## src/rtl/pmc_pkg.sv

```systemverilog
package pmc_pkg;

  typedef enum logic [1:0] {
    ACT_NONE = 2'd0,
    ACT_OFF  = 2'd1,
    ACT_SUS  = 2'd2,
    ACT_HIB  = 2'd3
  } pmc_act_e;

  typedef struct packed {
    logic off;
    logic sus;
    logic hib;
  } pmc_req_t;

endpackage

```

## src/rtl/pmc_rst_sync.sv

```systemverilog
module pmc_rst_sync #(
  parameter int STAGES = 2
) (
  input  logic clk,
  input  logic arst_n,
  output logic srst_n
);

  logic [STAGES-1:0] chain_q;
  logic [STAGES-1:0] chain_d;

  always_comb begin
    chain_d = {chain_q[STAGES-2:0], 1'b1};
  end

  always_ff @(posedge clk or negedge arst_n) begin
    if (!arst_n) chain_q <= '0;
    else         chain_q <= chain_d;
  end

  assign srst_n = chain_q[STAGES-1];

endmodule

```

## src/rtl/pmc_type_decode.sv

```systemverilog
module pmc_type_decode
  import pmc_pkg::*;
#(
  parameter int DATA_W  = 16,
  parameter int SLP_BIT = 13,
  parameter int TYP_LSB = 10,
  parameter int TYP_W   = 3
) (
  input  logic              wr_hit,
  input  logic [DATA_W-1:0] wdata,
  input  logic [TYP_W-1:0]  hib_code,
  output pmc_act_e          act
);

  localparam logic [TYP_W-1:0] TYP_OFF = TYP_W'(0);
  localparam logic [TYP_W-1:0] TYP_SUS = TYP_W'(1);

  logic             trig;
  logic [TYP_W-1:0] typ;

  always_comb begin
    trig = wr_hit & wdata[SLP_BIT];
    typ  = wdata[TYP_LSB +: TYP_W];
    act  = ACT_NONE;
    if (trig) begin
      if (typ == TYP_OFF)       act = ACT_OFF;
      else if (typ == TYP_SUS)  act = ACT_SUS;
      else if (typ == hib_code) act = ACT_HIB;
      else                      act = ACT_NONE;
    end
  end

endmodule

```

## src/rtl/pmc_req_seq.sv

```systemverilog
module pmc_req_seq
  import pmc_pkg::*;
(
  input  logic     clk,
  input  logic     rst_n,
  input  pmc_act_e act,
  output pmc_req_t req
);

  pmc_req_t req_q, req_d;
  logic     off_pend_q, off_pend_d;
  logic     upd_en;

  always_comb begin
    req_d.off  = (act == ACT_OFF) | off_pend_q;
    req_d.sus  = (act == ACT_SUS);
    req_d.hib  = (act == ACT_HIB);
    off_pend_d = (act == ACT_HIB);
    upd_en     = (act != ACT_NONE) | off_pend_q | (|req_q);
  end

  always_ff @(posedge clk or negedge rst_n) begin
    if (!rst_n) begin
      req_q      <= '0;
      off_pend_q <= 1'b0;
    end else if (upd_en) begin
      req_q      <= req_d;
      off_pend_q <= off_pend_d;
    end
  end

  assign req = req_q;

endmodule

```

## src/rtl/pmc_ctrl_reg.sv

```systemverilog
module pmc_ctrl_reg #(
  parameter int DATA_W  = 16,
  parameter int SLP_BIT = 13,
  parameter int SCI_BIT = 0
) (
  input  logic              clk,
  input  logic              rst_n,
  input  logic              wr_hit,
  input  logic [DATA_W-1:0] wdata,
  input  logic              sci_set,
  input  logic              sci_clr,
  output logic [DATA_W-1:0] ctrl
);

  localparam logic [DATA_W-1:0] SLP_MASK = DATA_W'(1) << SLP_BIT;

  logic [DATA_W-1:0] ctrl_q, ctrl_d;
  logic              ld_en;

  always_comb begin
    ctrl_d = ctrl_q;
    if (wr_hit) ctrl_d = wdata & ~SLP_MASK;
    if (sci_set)      ctrl_d[SCI_BIT] = 1'b1;
    else if (sci_clr) ctrl_d[SCI_BIT] = 1'b0;
    ld_en = wr_hit | sci_set | sci_clr;
  end

  always_ff @(posedge clk or negedge rst_n) begin
    if (!rst_n)     ctrl_q <= '0;
    else if (ld_en) ctrl_q <= ctrl_d;
  end

  assign ctrl = ctrl_q;

endmodule

```

## src/rtl/pmc_sleep_ctl.sv

```systemverilog
module pmc_sleep_ctl
  import pmc_pkg::*;
#(
  parameter int DATA_W   = 16,
  parameter int ADDR_W   = 4,
  parameter int CTRL_OFS = 4,
  parameter int SLP_BIT  = 13,
  parameter int TYP_LSB  = 10,
  parameter int TYP_W    = 3,
  parameter int SCI_BIT  = 0
) (
  input  logic              clk,
  input  logic              rst_n,
  input  logic              wr_en,
  input  logic [ADDR_W-1:0] addr,
  input  logic [DATA_W-1:0] wdata,
  output logic [DATA_W-1:0] rdata,
  input  logic [TYP_W-1:0]  hib_code,
  input  logic              sci_set,
  input  logic              sci_clr,
  output logic              sci_en,
  output logic              off_req,
  output logic              sus_req,
  output logic              hib_req
);

  localparam logic [ADDR_W-1:0] OFS = ADDR_W'(CTRL_OFS);

  logic              rst_sync_n;
  logic              sel;
  logic              wr_hit;
  logic [DATA_W-1:0] ctrl_q;
  pmc_act_e          act;
  pmc_req_t          req;

  pmc_rst_sync #(.STAGES(2)) u_rst (
    .clk    (clk),
    .arst_n (rst_n),
    .srst_n (rst_sync_n)
  );

  always_comb begin
    sel    = (addr == OFS);
    wr_hit = wr_en & sel;
    rdata  = sel ? ctrl_q : '0;
  end

  pmc_ctrl_reg #(
    .DATA_W  (DATA_W),
    .SLP_BIT (SLP_BIT),
    .SCI_BIT (SCI_BIT)
  ) u_reg (
    .clk     (clk),
    .rst_n   (rst_sync_n),
    .wr_hit  (wr_hit),
    .wdata   (wdata),
    .sci_set (sci_set),
    .sci_clr (sci_clr),
    .ctrl    (ctrl_q)
  );

  pmc_type_decode #(
    .DATA_W  (DATA_W),
    .SLP_BIT (SLP_BIT),
    .TYP_LSB (TYP_LSB),
    .TYP_W   (TYP_W)
  ) u_dec (
    .wr_hit   (wr_hit),
    .wdata    (wdata),
    .hib_code (hib_code),
    .act      (act)
  );

  pmc_req_seq u_seq (
    .clk   (clk),
    .rst_n (rst_sync_n),
    .act   (act),
    .req   (req)
  );

  assign sci_en  = ctrl_q[SCI_BIT];
  assign off_req = req.off;
  assign sus_req = req.sus;
  assign hib_req = req.hib;

endmodule

```

## config.mk

```make
export PLATFORM = sky130hd
export DESIGN_NAME = pmc_sleep_ctl
export DESIGN_NICKNAME = d
export VERILOG_FILES = /design/src/rtl/pmc_pkg.sv /design/src/rtl/pmc_rst_sync.sv /design/src/rtl/pmc_type_decode.sv /design/src/rtl/pmc_req_seq.sv /design/src/rtl/pmc_ctrl_reg.sv /design/src/rtl/pmc_sleep_ctl.sv
export SDC_FILE = /design/constraint.sdc
export NUM_CORES = 1
export LEC_CHECK = 0
export ABC_CLOCK_PERIOD_IN_PS = 2100
export BUFFER_PORTS_ARGS = -buffer_cell sky130_fd_sc_hd__buf_2
export CORE_MARGIN = 4
export CORE_UTILIZATION = 25
export CTS_CLUSTER_SIZE = 24
export DETAILED_ROUTE_END_ITERATION = 8
export PLACE_DENSITY = 0.52
export SYNTH_ARGS = -nofsm -noshare
export SYNTH_HDL_FRONTEND = slang
export SYNTH_HIERARCHICAL = 1
export SYNTH_SLANG_ARGS = --single-unit
```

## constraint.sdc

```tcl
create_clock -name clk -period 2.1 [get_ports clk]
set_input_delay 0.105 -clock clk [delete_from_list [all_inputs] [get_ports clk]]
set_output_delay 0.105 -clock clk [all_outputs]
set_load 0.03 [all_outputs]
```

---- Word level (Yosys, flattened, before mapping) ----
Cells that the tools add are included.
storage, ports and cells
  register bits after elaboration ......... 20
  ROM bits ................................ 0
  RAM bits ................................ 0
  memories ................................ 0
  input bits .............................. 28
  bits in latches ......................... 0
  word-level logic and storage cells ...... 33
  output and inout port bits .............. 20
operators by class
  shift-type cells ........................ 0
  mux-type cells .......................... 8
  div/mod/pow operators ................... 0
  bitwise gates (word level) .............. 7
  add/subtract/negate cells ............... 0
  $mul .................................... 0
  $lt $le $gt $ge ......................... 0
  eq/ne operators ......................... 6
  reduce and logical (&&, ||, !) cells .... 6
operators by type and width
  operator                                        number
  two-way mux 16 bit                              1
  two-way mux 2 bit                               4
  bitwise OR 1 bit                                5
  == test 2 bit (second input constant)           2
  == test 4 x 3 -> 1 bit (second input constant)  1
  AND reduction 2 bit                             2
  == test 3 x 1 -> 1 bit (second input constant)  1
  == test 3 bit                                   1
  zero test 3 bit                                 1
  two-way mux 1 bit                               3
  nonzero test 3 bit                              1
  OR reduction 3 bit                              1
  AND 1 bit                                       2
  == test 2 x 1 -> 1 bit (second input constant)  1
  nonzero test 2 bit                              1

---- Depth between registers and ports, before layout ----
  depth in word-level cells ............... 8
  mapped depth ............................ 6
  mapped depth without buffers ............ 6

---- By module ----
The synthesis kept the hierarchy.
by module, submodules not included
  module           instances  cells an instance  sequential area each (um2)  area an instance (um2)
  pmc_ctrl_reg     1          35                 375.4                       626.9
  pmc_sleep_ctl    1          19                 0.0                         157.7
  pmc_req_seq      1          8                  75.1                        105.1
  pmc_type_decode  1          11                 0.0                         95.1
  pmc_rst_sync     1          3                  50.0                        53.8

---- Worst setup path before layout ----
OpenSTA, ideal clock, no wires.
  kind .................................... input to register
  start ................................... input port addr[1]
  end ..................................... register u_reg.ctrl_q[12] (netlist: u_reg/ctrl[12])
  stages .................................. 5
  buffers on the path ..................... 2
  library setup time ...................... 0.125 ns
  arrival time ............................ 1.218 ns
  required time ........................... 1.975 ns
  slack ................................... 0.757 ns
  path through ............................ nor4b_4 and2_2 buf_6 buf_12 mux2_4
between the ends
  word-level cells in the longest chain between the ends .. 5
RTL lines
  item                                    RTL line             RTL
  start, declared                         pmc_sleep_ctl.sv:15  input logic [ADDR_W-1:0] addr,
  == test 4 x 3 -> 1 bit *                pmc_sleep_ctl.sv:43  sel = (addr == OFS);
  AND 1 bit *                             pmc_sleep_ctl.sv:44  wr_hit = wr_en & sel;
  net wr_hit                              pmc_sleep_ctl.sv:31  logic wr_hit;
  bitwise OR 1 bit (2 in a row)           pmc_ctrl_reg.sv:25   ld_en = wr_hit | sci_set | sci_clr;
  AND reduction 2 bit (no source line) *  -
  end signal, assigned                    pmc_ctrl_reg.sv:30   else if (ld_en) ctrl_q <= ctrl_d;
  end, declared                           pmc_ctrl_reg.sv:17   logic [DATA_W-1:0] ctrl_q, ctrl_d;
Mark *: on every way through the listed nets, which the timed path passes. The rest lies on a longest branch.
A chain may end at the register's enable or synchronous reset.

---- Worst setup path in the final report ----
  start ................................... input port addr[1]
  end ..................................... register u_seq.req_q (netlist bit u_seq/req[2])
between the ends
  word-level cells in the longest chain between the ends .. 7
  elaborated cells on any way between the ends .. 9
  classes of those cells .................. eq/ne (2); mux (1); bitwise (5); reduce/logical (1)
RTL lines
  item                           RTL line               RTL
  == test 4 x 3 -> 1 bit *       pmc_sleep_ctl.sv:43
  AND 1 bit *                    pmc_sleep_ctl.sv:44
  net wr_hit                     pmc_sleep_ctl.sv:31
  AND 1 bit *                    pmc_type_decode.sv:22  trig = wr_hit & wdata[SLP_BIT];
  two-way mux 2 bit *            pmc_type_decode.sv:25  if (trig) begin
  net act[1]                     pmc_sleep_ctl.sv:33    pmc_act_e act;
  nonzero test 2 bit             pmc_req_seq.sv:19      upd_en = (act != ACT_NONE) | off_pend_q | (|req_q);
  bitwise OR 1 bit (2 in a row)  pmc_req_seq.sv:19
  end signal, assigned           pmc_req_seq.sv:27      req_q <= req_d;
  end, declared                  pmc_req_seq.sv:10      pmc_req_t req_q, req_d;
Marked as above.

==> results.yml <==
outcome:
  status: "complete, no violations"
clocking:
  path_clk_slew_ps: 70
  clockBufferDepth: 2
  post_cts_buffers: 0
  clock-sinks: 20
  cts_buffers: 3
  cts_tree: "built"
  clkLatencyLatePin_ps: 250
  htreeDepth: 1
  root_buffer: "clkbuf_8"
power:
  peakVddDrop_mv: 0.411
  power_density_nw_per_um2: 699
  p_leak_nw: 0.709
layout:
  drive_gt1_share_pct: 69.4
  area_growth_syn_to_layout_pct: 30.4
  num_antenna_cells: 0
  final_nets: 153
critical_path:
  slowest_delay_ps: 360
  crit_chain: "buf_2 -> nor4b_4 -> and2_2 -> nand2_1 -> a211oi_2 -> inv_1 -> a21o_1"
  critPathKind: "in2reg"
  end_kind: "flip-flop"
  crit_required_ps: 2250
  worst-path-max-fanout: 10
  slowest_stage: "and2_2"
  rrSetupSlack_ps: 1320
  arrival_ps: 1460
  startpoint_type: "primary input"
synthesis:
  netlist_instances: 76
  synth_nets: 104
  yosys.cell_types.count: 24
  postSynthAreaPerCell_um2: 13.7
  yosysWarnings: 6
  yosysSeqAreaShare_pct: 48.2
  syn_area_um2: 1040
  ys_seq_elements: 20
timing:
  whs_ps: 24.6
  period_share_pct: 62.4
  final.setup.worst_slack_ps: 790
  fmax_mhz: 763
  finalSetupViolCount: 0
  maxSlewViolCount: 0
  rsz0062_at_grt: "false"
  setup-tns-final_ps: 0
  finalHoldViolCount: 0
  worst_slew_pin_slew_ps: 743
  slew_headroom_pct: 50.5
  clock_skew_ps: 3.95
  post-route-min-period_ps: 1310
detailed_routing:
  firstDrtPassIters: 6
  vias: 705
  vias_per_cell: 4.05
  antenna_left: 0
  detail_route.wl_per_cell_um: 12.6
  drt-total-wl_um: 2200
  drc: 0
  first_iter_violations: 14
global_route:
  grt_max_degree: 19
  grt_pass1_wl_um: 3600
  grt_pass1_vias: 812
  grt_overflow: 0
  antenna_found_initial: 0
  gr-usage-all-layers_pct: 8.58
floorplan:
  coreArea_um2: 4000
  dieHeight_um: 72.5
  ioPinCount: 48
  initial_core_util_pct: 26.0
  die-area_um2: 5250
  fp-row-count: 23
  die_x_um: 72.5
place:
  gp_congestion: 0.663
  dp_hpwl_um: 1710
  dp_slack_ps: 482
  portBuffers: 46
job:
  drv_cap: 0
hold_path:
  hold_path_class: "in2reg"
## Yosys cell counts
cell type / n / area, um2
and2_2: 14 / 105
buf_6: 2 / 22.5
mux2_2: 5 / 56.3
nor4b_4: 1 / 23.8
nor3b_1: 1 / 7.51
dfrtp_1: 20 / 500
and2_1: 4 / 25.0
nor3_1: 1 / 5.00
buf_4: 2 / 15.0
conb_1: 2 / 7.51
nand2_1: 1 / 3.75
xnor2_2: 1 / 16.3
o211ai_2: 1 / 12.5
a221oi_2: 1 / 15.0
nor2_1: 3 / 11.3
inv_1: 1 / 3.75
a21oi_2: 1 / 8.76
buf_12: 1 / 20.0
a211oi_2: 1 / 12.5
a21o_1: 1 / 7.51
and3_1: 1 / 6.26
mux2i_1: 1 / 10.0
mux2_4: 9 / 135
o21bai_1: 1 / 7.51
## path summary, 6_finish.rpt
| path | from | cells after the start | end |
|---|---|---|---|
| setup / recovery | addr[1] | 7 | u_seq/req[2] |
| hold / removal | sci_clr | 2 | u_reg/ctrl[0] |
| setup reg to reg | u_rst/chain_q[1] | 0 | u_reg/ctrl[2] |
| hold reg to reg | u_rst/chain_q[1] | 0 | u_reg/ctrl[10] |
| max in group asynchronous | u_rst/chain_q[1] | 0 | u_reg/ctrl[2] |
| min in group asynchronous | rst_n | 2 | u_rst/chain_q[0] |
## power by group
part	total, mW	internal, mW	switching [mW]
clock	0.287	0.167	0.121
sequential	0.486	0.451	0.0349
combinational	0.174	0.108	0.0658
## worst max-delay path, delay by kind of cell
family	cells	cell delay [ps]
simple gates	3	780
compound gates	2	400
buf+inv	2	180
## flip-flops by register name (all words and copies together), names as in the netlist
register          flops
u_rst/chain_q         2
u_reg/ctrl           15
u_seq/req             2
u_seq/off_pend_q      1
## cells in the final DEF (no fill, tap or decap)
| cell type | instances |
|---|---|
| a21oi_2 | 1 |
| inv_1 | 1 |
| buf_2 | 46 |
| conb_1 | 2 |
| nor3_1 | 1 |
| clkbuf_8 | 4 |
| and2_2 | 14 |
| mux2i_1 | 1 |
| nor3b_1 | 1 |
| o211ai_2 | 1 |
| nand2_1 | 1 |
| xnor2_2 | 1 |
| o21bai_1 | 1 |
| mux2_2 | 5 |
| a21o_1 | 1 |
| dlygate4sd3_1 | 1 |
| a211oi_2 | 1 |
| and3_1 | 1 |
| nor2_1 | 3 |
| and2_1 | 4 |
| nor4b_4 | 1 |
| a221oi_2 | 1 |
| buf_4 | 2 |
| dfrtp_1 | 20 |
| mux2_4 | 9 |
## area by class of cell
cell class / instances / area (um2)
Sequential cell: 20 / 500
Tap cell: 50 / 62.6
Fill cell: 406 / 2650
Inverter: 1 / 3.75
Multi-Input combinational cell: 50 / 477
Timing Repair Buffer: 49 / 255
Clock buffer: 4 / 55.1
## cells by family (layout without fill, tap and decap cells)
group | count (synthesis) | after routing | share of synthesized area [%]
AOI/OAI and AO/OA | 6 | 6 | 6.14
xor gates and xnor gates | 1 | 1 | 1.57
buffers and inverters | 6 | 54 | 5.90
DFF | 20 | 20 | 48.2
muxes | 15 | 15 | 19.4
other | 2 | 2 | 0.723
and+or+nand+nor | 26 | 26 | 18.1
## what timing repair did
action | CTS | global route
hold endpoints to repair | 2 | 0
gates resized for setup | 0 | 0
hold buffers | 1 | 0
## per-stage QoR
| stage | util (%) | total power [mW] | instances | cell area (um2) |
|---|---|---|---|---|
| 2_1_floorplan | - | 0.609 | 76 | 1040 |
| 3_3_place_gp | 32.2 | 0.662 | 169 | 1290 |
| 3_5_place_dp | 32.2 | 0.668 | 169 | 1290 |
| 4_1_cts | 33.8 | 0.964 | 174 | 1350 |
| 5_1_grt | 33.8 | 1.00 | 174 | 1350 |
| 6_report | 33.8 | 0.947 | 174 | 1350 |
## metal layers
| layer | vias to the layer above | track usage [%] | wire length [um] |
|---|---|---|---|
| li1 | 348 | - | - |
| met1 | 334 | 10.1 | 940 |
| met3 | 0 | 3.19 | 202 |
| met2 | 23 | 15.0 | 1060 |
| met5 | - | 0 | 0 |
| met4 | 0 | 1.84 | 0 |
Power figures use the tool's default switching activity.
